--- config.mk ---
export PLATFORM = sky130hd
export DESIGN_NAME = edge_pwm
export DESIGN_NICKNAME = d
export VERILOG_FILES = /design/src/rtl/edge_pwm_pkg.sv /design/src/rtl/edge_pwm_regs.sv /design/src/rtl/edge_pwm_timer.sv /design/src/rtl/edge_pwm_chan.sv /design/src/rtl/edge_pwm.sv
export SDC_FILE = /design/constraint.sdc
export NUM_CORES = 1
export LEC_CHECK = 0
export ABC_AREA = 1
export BUFFER_PORTS_ARGS = -buffer_cell sky130_fd_sc_hd__clkbuf_2
export CORE_ASPECT_RATIO = 0.5
export CORE_MARGIN = 2
export CORE_UTILIZATION = 40
export CTS_BUF_LIST = sky130_fd_sc_hd__clkbuf_16
export DETAILED_ROUTE_END_ITERATION = 12
export GPL_ROUTABILITY_DRIVEN = 1
export GPL_TIMING_DRIVEN = 1
export PLACE_DENSITY = 0.59
export SLEW_MARGIN = 30
export SYNTH_ARGS = -nofsm -noshare
export SYNTH_HDL_FRONTEND = slang
export SYNTH_SLANG_ARGS = --single-unit
export TNS_END_PERCENT = 10
--- constraint.sdc ---
create_clock -name clk -period 3.4 [get_ports clk]
set_input_delay 0.68 -clock clk [delete_from_list [all_inputs] [get_ports clk]]
set_output_delay 0.68 -clock clk [all_outputs]
set_load 0.05 [all_outputs]
--- src/rtl/edge_pwm_pkg.sv ---
`timescale 1ns/1ps
package edge_pwm_pkg;
    localparam int NUM_MATCH = 7;
    localparam int NUM_OUT   = NUM_MATCH - 1;
    localparam int NUM_PAIR  = NUM_OUT / 2;
    localparam int ADDR_W    = 4;

    typedef logic [NUM_MATCH-1:0] mvec_t;

    typedef enum logic [ADDR_W-1:0] {
        ADR_CTRL    = 4'd8,
        ADR_PAIR    = 4'd9,
        ADR_IEN     = 4'd10,
        ADR_RSTACT  = 4'd11,
        ADR_STOPACT = 4'd12,
        ADR_ICLR    = 4'd13
    } cfg_addr_e;

    typedef struct packed {
        mvec_t                 ien;
        mvec_t                 rst_act;
        mvec_t                 stop_act;
        logic [NUM_PAIR-1:0]   pair_en;
    } cfg_t;

    typedef struct packed {
        logic set;
        logic clr;
    } edge_req_t;

    // Resolve the next output level from edge requests; set_wins picks the
    // winner when both requests arrive together.
    function automatic logic next_level(logic cur, edge_req_t req, logic set_wins);
        if (req.set && req.clr) return set_wins;
        if (req.set)            return 1'b1;
        if (req.clr)            return 1'b0;
        return cur;
    endfunction
endpackage

--- src/rtl/edge_pwm_regs.sv ---
`timescale 1ns/1ps
module edge_pwm_regs
    import edge_pwm_pkg::*;
#(
    parameter int CNT_W = 16
) (
    input  logic              clk,
    input  logic              rst,
    input  logic              wr_en,
    input  logic [ADDR_W-1:0] wr_addr,
    input  logic [CNT_W-1:0]  wr_data,
    input  logic              reload,
    input  mvec_t             hit,
    output logic [CNT_W-1:0]  shadow [NUM_MATCH],
    output logic [CNT_W-1:0]  active [NUM_MATCH],
    output cfg_t              cfg,
    output logic              run_wr,
    output logic              run_val,
    output mvec_t             flags
);
    mvec_t clr_mask;

    assign run_wr   = wr_en && (wr_addr == ADR_CTRL);
    assign run_val  = wr_data[0];
    assign clr_mask = (wr_en && (wr_addr == ADR_ICLR)) ? wr_data[NUM_MATCH-1:0] : '0;

    // Compare values: shadow written by software, active used by the timer
    always_ff @(posedge clk) begin
        if (rst) begin
            for (int i = 0; i < NUM_MATCH; i++) begin
                shadow[i] <= '0;
                active[i] <= '0;
            end
        end else begin
            for (int i = 0; i < NUM_MATCH; i++) begin
                if (wr_en && (wr_addr == ADDR_W'(i)))
                    shadow[i] <= wr_data;
                if (reload)
                    active[i] <= shadow[i];
            end
        end
    end

    // Mode and action configuration, applied immediately
    always_ff @(posedge clk) begin
        if (rst) begin
            cfg <= '0;
        end else if (wr_en) begin
            if (wr_addr == ADR_PAIR)    cfg.pair_en  <= wr_data[NUM_PAIR-1:0];
            if (wr_addr == ADR_IEN)     cfg.ien      <= wr_data[NUM_MATCH-1:0];
            if (wr_addr == ADR_RSTACT)  cfg.rst_act  <= wr_data[NUM_MATCH-1:0];
            if (wr_addr == ADR_STOPACT) cfg.stop_act <= wr_data[NUM_MATCH-1:0];
        end
    end

    // Sticky flags: a new match beats a simultaneous clear
    always_ff @(posedge clk) begin
        if (rst) flags <= '0;
        else     flags <= (flags & ~clr_mask) | hit;
    end
endmodule

--- src/rtl/edge_pwm_timer.sv ---
`timescale 1ns/1ps
module edge_pwm_timer
    import edge_pwm_pkg::*;
#(
    parameter int CNT_W = 16
) (
    input  logic             clk,
    input  logic             rst,
    input  logic             run_wr,
    input  logic             run_val,
    input  logic [CNT_W-1:0] active [NUM_MATCH],
    input  mvec_t            rst_mask,
    input  mvec_t            stop_mask,
    output logic [CNT_W-1:0] cnt,
    output logic             run,
    output mvec_t            hit
);
    logic do_rst;
    logic stop_eff;

    always_comb begin
        for (int i = 0; i < NUM_MATCH; i++)
            hit[i] = run && (cnt == active[i]);
    end

    assign do_rst   = hit[0] || (|(hit & rst_mask));
    assign stop_eff = (|(hit & stop_mask)) && !run_wr;

    always_ff @(posedge clk) begin
        if (rst) begin
            cnt <= '0;
            run <= 1'b0;
        end else begin
            if (run_wr)        run <= run_val;
            else if (stop_eff) run <= 1'b0;

            if (do_rst)                 cnt <= '0;
            else if (run && !stop_eff)  cnt <= cnt + CNT_W'(1);
        end
    end
endmodule

--- src/rtl/edge_pwm_chan.sv ---
`timescale 1ns/1ps
module edge_pwm_chan
    import edge_pwm_pkg::*;
(
    input  logic clk,
    input  logic rst,
    input  logic hit_cyc,
    input  logic hit_set,
    input  logic hit_clr,
    input  logic zero_next,
    input  logic dual_sel,
    output logic pwm
);
    edge_req_t req;
    logic      set_wins;

    always_comb begin
        if (dual_sel) begin
            req.set  = hit_set;
            req.clr  = hit_clr;
            set_wins = 1'b0;
        end else begin
            req.set  = hit_cyc && !zero_next;
            req.clr  = hit_clr;
            set_wins = 1'b1;
        end
    end

    always_ff @(posedge clk) begin
        if (rst) pwm <= 1'b0;
        else     pwm <= next_level(pwm, req, set_wins);
    end
endmodule

--- src/rtl/edge_pwm.sv ---
`timescale 1ns/1ps
module edge_pwm
    import edge_pwm_pkg::*;
#(
    parameter int CNT_W = 16
) (
    input  logic              clk,
    input  logic              rst,
    input  logic              wr_en,
    input  logic [ADDR_W-1:0] wr_addr,
    input  logic [CNT_W-1:0]  wr_data,
    output logic [NUM_OUT-1:0] pwm_o,
    output logic              irq_o,
    output logic [NUM_MATCH-1:0] flag_o,
    output logic [CNT_W-1:0]  count_o,
    output logic              run_o
);
    logic [CNT_W-1:0] shadow [NUM_MATCH];
    logic [CNT_W-1:0] active [NUM_MATCH];
    cfg_t             cfg;
    logic             run_wr;
    logic             run_val;
    mvec_t            flags;
    mvec_t            hit;
    logic [CNT_W-1:0] cnt;
    logic             run;

    edge_pwm_regs #(.CNT_W(CNT_W)) u_regs (
        .clk     (clk),
        .rst     (rst),
        .wr_en   (wr_en),
        .wr_addr (wr_addr),
        .wr_data (wr_data),
        .reload  (!run || hit[0]),
        .hit     (hit),
        .shadow  (shadow),
        .active  (active),
        .cfg     (cfg),
        .run_wr  (run_wr),
        .run_val (run_val),
        .flags   (flags)
    );

    edge_pwm_timer #(.CNT_W(CNT_W)) u_timer (
        .clk       (clk),
        .rst       (rst),
        .run_wr    (run_wr),
        .run_val   (run_val),
        .active    (active),
        .rst_mask  (cfg.rst_act),
        .stop_mask (cfg.stop_act),
        .cnt       (cnt),
        .run       (run),
        .hit       (hit)
    );

    for (genvar n = 1; n < NUM_MATCH; n++) begin : g_ch
        logic dsel;
        if (n % 2 == 0) begin : g_pair
            assign dsel = cfg.pair_en[n/2-1];
        end else begin : g_solo
            assign dsel = 1'b0;
        end
        edge_pwm_chan u_ch (
            .clk       (clk),
            .rst       (rst),
            .hit_cyc   (hit[0]),
            .hit_set   (hit[n-1]),
            .hit_clr   (hit[n]),
            .zero_next (shadow[n] == '0),
            .dual_sel  (dsel),
            .pwm       (pwm_o[n-1])
        );
    end

    assign irq_o   = |(flags & cfg.ien);
    assign flag_o  = flags;
    assign count_o = cnt;
    assign run_o   = run;
endmodule

-- Yosys cells after proc, flatten, opt, wreduce, memory -nomap -nowiden
Cells that the tools add are included.
- reduce and logical (&&, ||, !) cells: 63
- mux-type cells: 99
- equal/unequal tests: 19
- add/subtract/negate cells: 1
- bitwise gates (word level): 6
- operator list (operator ; count):
    $eq 16x16->1 ; 7
    $logic_not 16->1 ; 6
    $mux 1 ; 95
    $logic_and 1x1->1 ; 30
    $and 7x7->7 ; 4
    $eq 4x4->1 const B ; 6
    $reduce_or 7->1 ; 3
    $reduce_bool 3->1 ; 6
    $add 16x1->16 const B ; 1
    $eq 4x3->1 const B ; 3
    $logic_not 1->1 ; 9
    $eq 4x2->1 const B ; 2
    $reduce_and 2->1 ; 4
    $mux 7 ; 1
    $not 7->7 ; 1
    $or 7x7->7 ; 1
    $mux 2 ; 3
    $eq 4x1->1 const B ; 1
    $logic_not 4->1 ; 1
    $logic_or 1x1->1 ; 2
    $reduce_bool 2->1 ; 1
    $reduce_or 2->1 ; 1
- word-level logic and storage cells: 215
- output and inout bits: 31
- input bits: 23
- register bits: 278

-- Logic depth before layout (Yosys ltp)
- depth after elaboration: 15
- gate-level depth with buffers: 17
- depth with buffers taken out: 15

-- Modules after synthesis
From an unflattened synthesis, not the netlist that was laid out.
- cell total of the unflattened synthesis: 2197
- area total of the unflattened synthesis: 13957.1 um^2
- modules (own cells, without submodules) (module ; area each (um^2) ; times used ; cells an instance ; seq. area each (um^2)):
    edge_pwm_regs ; 9061.2 ; 1 ; 1164 ; 5104.9
    edge_pwm_timer ; 3862.5 ; 1 ; 802 ; 340.3
    edge_pwm ; 680.7 ; 1 ; 177 ; 0.0
    edge_pwm_chan ; 58.8 ; 6 ; 9 ; 20.0

-- Worst setup path before layout
OpenSTA, ideal clock, no wires.
- path type: register to register
- start point: register u_timer.cnt[11]
- end point: register u_timer.cnt[13]
- setup slack: 1.162 ns
- cell stages (with the launch flop): 16
- required time: 3.290 ns
- path buffers: 3
- clock period less this slack: 2.238 ns
- arrival: 2.129 ns
- library setup time: 0.110 ns
- path through: dfxtp_1 -> buf_2 -> inv_2 -> or2_1 -> nand4_1 -> nor2_1 -> nand3_1 -> nor2_1 -> nor2_1 -> nand2_1 -> nand2_2 -> buf_6 -> buf_6 -> nand4_1 -> nand2_1 -> nor2_1
- word-level cells in the longest chain between the ends: 7
- elaborated cells on any way between the ends: 24
- those cells by class: add/sub: 1; eq/ne: 7; bitwise: 2; reduce/logical: 14
- RTL lines (element ; line ; source):
    start: declaration ; edge_pwm_timer.sv:14 ; output logic [CNT_W-1:0] cnt,
    start signal: assignment ; edge_pwm_timer.sv:38 ; else if (run && !stop_eff) cnt <= cnt + CNT_W'(1);
    $eq 16x16->1 ; edge_pwm_timer.sv:23 ; hit[i] = run && (cnt == active[i]);
    $logic_and 1x1->1 ; edge_pwm_timer.sv:23 ;
    $and 7x7->7 ; edge_pwm_timer.sv:27 ; assign stop_eff = (|(hit & stop_mask)) && !run_wr;
    $reduce_or 7->1 ; edge_pwm_timer.sv:27 ;
    $logic_and 1x1->1 ; edge_pwm_timer.sv:27 ;
    $logic_not 1->1 ; edge_pwm_timer.sv:38 ;
    $logic_and 1x1->1 ; edge_pwm_timer.sv:38 ;
Parallel ways exist; a longest one is shown, timed or not.
A chain may end at the register's enable or synchronous reset.

-- Worst setup path in the final report
- start point: register u_timer.cnt[13]
- end point: register g_ch[3].u_ch.pwm
- word-level cells in the longest chain between the ends: 8
- elaborated cells on any way between the ends: 21
- those cells by class: eq/ne: 2; mux: 14; reduce/logical: 5
- RTL lines (element ; line ; source):
    $eq 16x16->1 ; edge_pwm_timer.sv:23 ;
    $logic_and 1x1->1 ; edge_pwm_timer.sv:23 ;
    $logic_and 1x1->1 ; edge_pwm_chan.sv:23 ; req.set = hit_cyc && !zero_next;
    $mux 1 ; edge_pwm_pkg.sv:35 ; if (req.set) return 1'b1;
    $mux 1 (on tied branches) ; edge_pwm_pkg.sv:36, edge_pwm_pkg.sv:35 ;
    $mux 1 (on tied branches) ; edge_pwm_pkg.sv:37, edge_pwm_chan.sv:30 ;
    $mux 1 ; edge_pwm_pkg.sv:36 ; if (req.clr) return 1'b0;
    $mux 1 ; edge_pwm_pkg.sv:35 ;
    end signal: assignment ; edge_pwm_chan.sv:31 ; else pwm <= next_level(pwm, req, set_wins);
    end: declaration ; edge_pwm_chan.sv:12 ; output logic pwm
Parallel ways exist; a longest one is shown, timed or not. The select of a mux whose other input is x is not followed.

==> impl_metrics.json <==
{
  "cts_inserted_buffers": 27,
  "ir_drop_mv": 0.310,
  "clkSinkCount": 277,
  "gpl.final_weighted_congestion": 0.860,
  "status": "completed",
  "yosysUniqueCellTypes": 32,
  "flow.area_growth_from_synthesis_pct": 11.7,
  "critical_path.reg2reg.startpoint": "u_timer.cnt[13]",
  "drt_pass1_iterations": 5,
  "design.die.area_sq_um": 31200,
  "fraction_of_final_layout_cells_sized_beyond_drive_strength_1_pct": 8.40,
  "setup_viol": 0,
  "tritoncts_clock_tree": "done",
  "pin_count_of_the_biggest_net_entering_global_routing": 164,
  "netlist_area_sq_um": 11900,
  "arrival_time_worst_endpoint_ns": 3.33,
  "regToRegEndpoint": "g_ch[3].u_ch.pwm",
  "port-buffer-count": 53,
  "grt_antenna_before_repair": 0,
  "post_drt_wl_per_cell_microns": 17.5,
  "worstMarginPinSlew_ns": 0.849,
  "reg2reg_slack_ns": 0.54,
  "ctsHoldBuffers": 0,
  "max_freq_mhz": 350,
  "htree_num_levels": 1,
  "crit_required_ns": 3.87,
  "vias_in_the_first_global_route": 9651,
  "critical_path.endpoint_type": "flip-flop",
  "antennaDiodeCount": 0,
  "via_count": 10598,
  "std_cell_rows": 44,
  "die_w_microns": 248,
  "layout.area.seq_sq_um": 5550,
  "grtUsageTotal_pct": 23.0,
  "slew_headroom_pct": 43.2,
  "finalClockSkew_ns": 0.0160,
  "min-delay-path-class": "in -> reg",
  "vias_per_cell": 5.18,
  "hold_path_depth": 3,
  "root_buffer": "sky130_fd_sc_hd__clkbuf_16",
  "multi_input_logic_area_sq_um": 5140,
  "post-route-drc-count": 0,
  "grt_first_pass_wirelength_microns": 55900,
  "die_height_microns": 126,
  "power_per_cell_area_nw_per_um2": 515,
  "post-cts-setup-buffer-count": 0,
  "floorplan.core_area_sq_um": 29100,
  "netlist_instances": 1630,
  "timing_hold_violations_final": 0,
  "cts.reportedPaths.clkPinSlew_ns": 0.06,
  "wirelength_microns": 35700,
  "post_place_instance_area_sq_um": 12400,
  "finalCriticalPeriod_ns": 2.86,
  "worst-r2r-cell-count": 11,
  "final_cell_area_sq_um": 13300,
  "clk-insertion-delay-late_ns": 0.55,
  "grt-ovfl-total": 0,
  "synth_sequential_area_ratio_pct": 46.7,
  "timing.final.max_slew_violations": 0,
  "min-delay-start": "wr_data[0]",
  "drt_iter0_drc": 1094,
  "dp.final_hpwl_microns": 24500,
  "yosys_warnings": 0,
  "rsz0062_at_grt": "false",
  "initial_util_pct": 40.8,
  "timing.setup.critical_path_class": "reg -> reg",
  "hold-worst-slack_ns": 0.450,
  "tns_ns": 0,
  "timing.critical_path.from_type": "flip-flop",
  "synth-seq-cells": 277,
  "worstHoldEndpoint": "u_timer.run",
  "cts_buffer_depth": 3,
  "leakage_power_nw": 5.26,
  "final_antenna_net_count": 0,
  "fillCellCount": 2998,
  "critical_path.max_fanout": 13,
  "cap_violations": 0,
  "mappedNetlistNets": 1654,
  "mean_cell_area_of_the_mapped_netlist_sq_um": 7.29,
  "timing.final.crit_share_pct": 84.1,
  "layout.nets": 1660,
  "postCtsResizedCells": 0,
  "floorplan.io_pins": 54
}
stage by stage:
step                std cells  util (%)  power, mW  setup slack [ns]
floorplan                1630         -       3.63              1.16
global placement         1998      42.4       3.78             0.678
detailed placement       1998      42.5       3.78             0.647
CTS                      2045      45.5       6.87             0.641
global route             2045      45.5       7.06             0.367
finish                   2045      45.5       6.83             0.540
cell usage after synthesis (all sizes together):
master | n | area (sq um)
nand4 | 43 | 269
a22o | 1 | 8.76
or2 | 3 | 18.8
nand2 | 224 | 843
xnor2 | 32 | 280
a21oi | 233 | 1170
dfxtp | 277 | 5550
a221oi | 1 | 8.76
clkbuf | 53 | 199
xor2 | 8 | 70.1
nand3b | 4 | 42.5
o311ai | 1 | 8.76
nand3 | 36 | 180
o41ai | 1 | 8.76
o2111ai | 2 | 17.5
nor4 | 20 | 125
clkinv | 9 | 33.8
buf | 49 | 304
ha | 1 | 12.5
inv | 177 | 664
nor3 | 5 | 25.0
nor2 | 172 | 653
o21ai | 278 | 1390
metal layers:
layer / vias to the layer above / share of wire [%] / GRT usage (%)
met4: 0 / 2.0 / 5.18
met5: - / 0 / 0
met1: 4875 / 52 / 36.7
met3: 44 / 6.5 / 4.05
met2: 304 / 39 / 31.6
li1: 5375 / - / -
worst max-delay path, cell delays in order (launching register included):
cell and delay (ns):
sky130_fd_sc_hd__dfxtp_1 0.58, sky130_fd_sc_hd__inv_2 0.25, sky130_fd_sc_hd__nand2_1 0.11, sky130_fd_sc_hd__nand2_1 0.08, sky130_fd_sc_hd__nor2_1 0.17, sky130_fd_sc_hd__nand2_1 0.14
sky130_fd_sc_hd__nor2_2 0.22, sky130_fd_sc_hd__nand3_1 0.33, sky130_fd_sc_hd__inv_1 0.43, sky130_fd_sc_hd__o41ai_1 0.14, sky130_fd_sc_hd__buf_4 0.19, sky130_fd_sc_hd__a21oi_1 0.12
power breakdown:
| group | internal [mW] | leakage, nW | switching, mW |
|---|---|---|---|
| logic | 0.107 | 2.57 | 0.269 |
| clock network | 1.82 | 0.451 | 1.30 |
| registers | 3.30 | 2.24 | 0.0352 |
| total | 5.23 | 5.26 | 1.61 |
area by class of cell:
class | instances | area share (%)
multi-input cells | 1065 | 38.7
clock buffers | 27 | 5.10
repair buffers | 79 | 3.66
well taps | 391 | 3.69
clock inverters | 20 | 1.67
flip-flops and latches | 277 | 41.8
inverters | 186 | 5.32
sequential cells by signal, summed over array words and instances, names as in the netlist:
register and flops:
u_timer.run 1, g_ch.u_ch.pwm 6, u_regs.flags 7, u_regs.active 112, u_timer.cnt 16, u_regs.shadow 112, u_regs.cfg 23
layout by cell type (no fill, tap or decap), drive strengths merged:
cell,n
o21ai,278
dfxtp,277
a21oi,233
nand2,224
inv,180
nor2,172
clkbuf,80
nand4,43
nand3,36
xnor2,32
buf,26
nor4,20
clkinv,20
xor2,8
nor3,5
bufinv,5
nand3b,4
or2,3
o2111ai,2
o41ai,1
o311ai,1
a22o,1
a221oi,1
ha,1
clkinvlp,1
worst max path at each step:
| stage | startpoint | end | slack, ns | depth (start not counted) |
|---|---|---|---|---|
| after floorplan | u_timer.cnt[11] | u_timer.cnt[13] | 1.16 | 15 |
| after global placement | u_timer.cnt[13] | u_timer.cnt[0] | 0.68 | 15 |
| after detailed placement | u_timer.cnt[13] | u_timer.cnt[0] | 0.65 | 15 |
| after CTS | u_timer.cnt[13] | u_timer.cnt[0] | 0.64 | 15 |
| after global routing | u_timer.cnt[13] | u_timer.cnt[1] | 0.37 | 14 |
| final | u_timer.cnt[13] | g_ch[3].u_ch.pwm | 0.54 | 11 |
cell families after synthesis:
group / synth area share, %
flip-flops: 46.7
AO/OA/AOI/OAI: 22.0
XOR/XNOR: 2.95
AND/OR/NAND/NOR: 18.2
adder cells (fa/ha/maj): 0.105
buffers and inverters: 10.1
(Power assumes the default switching activity.)
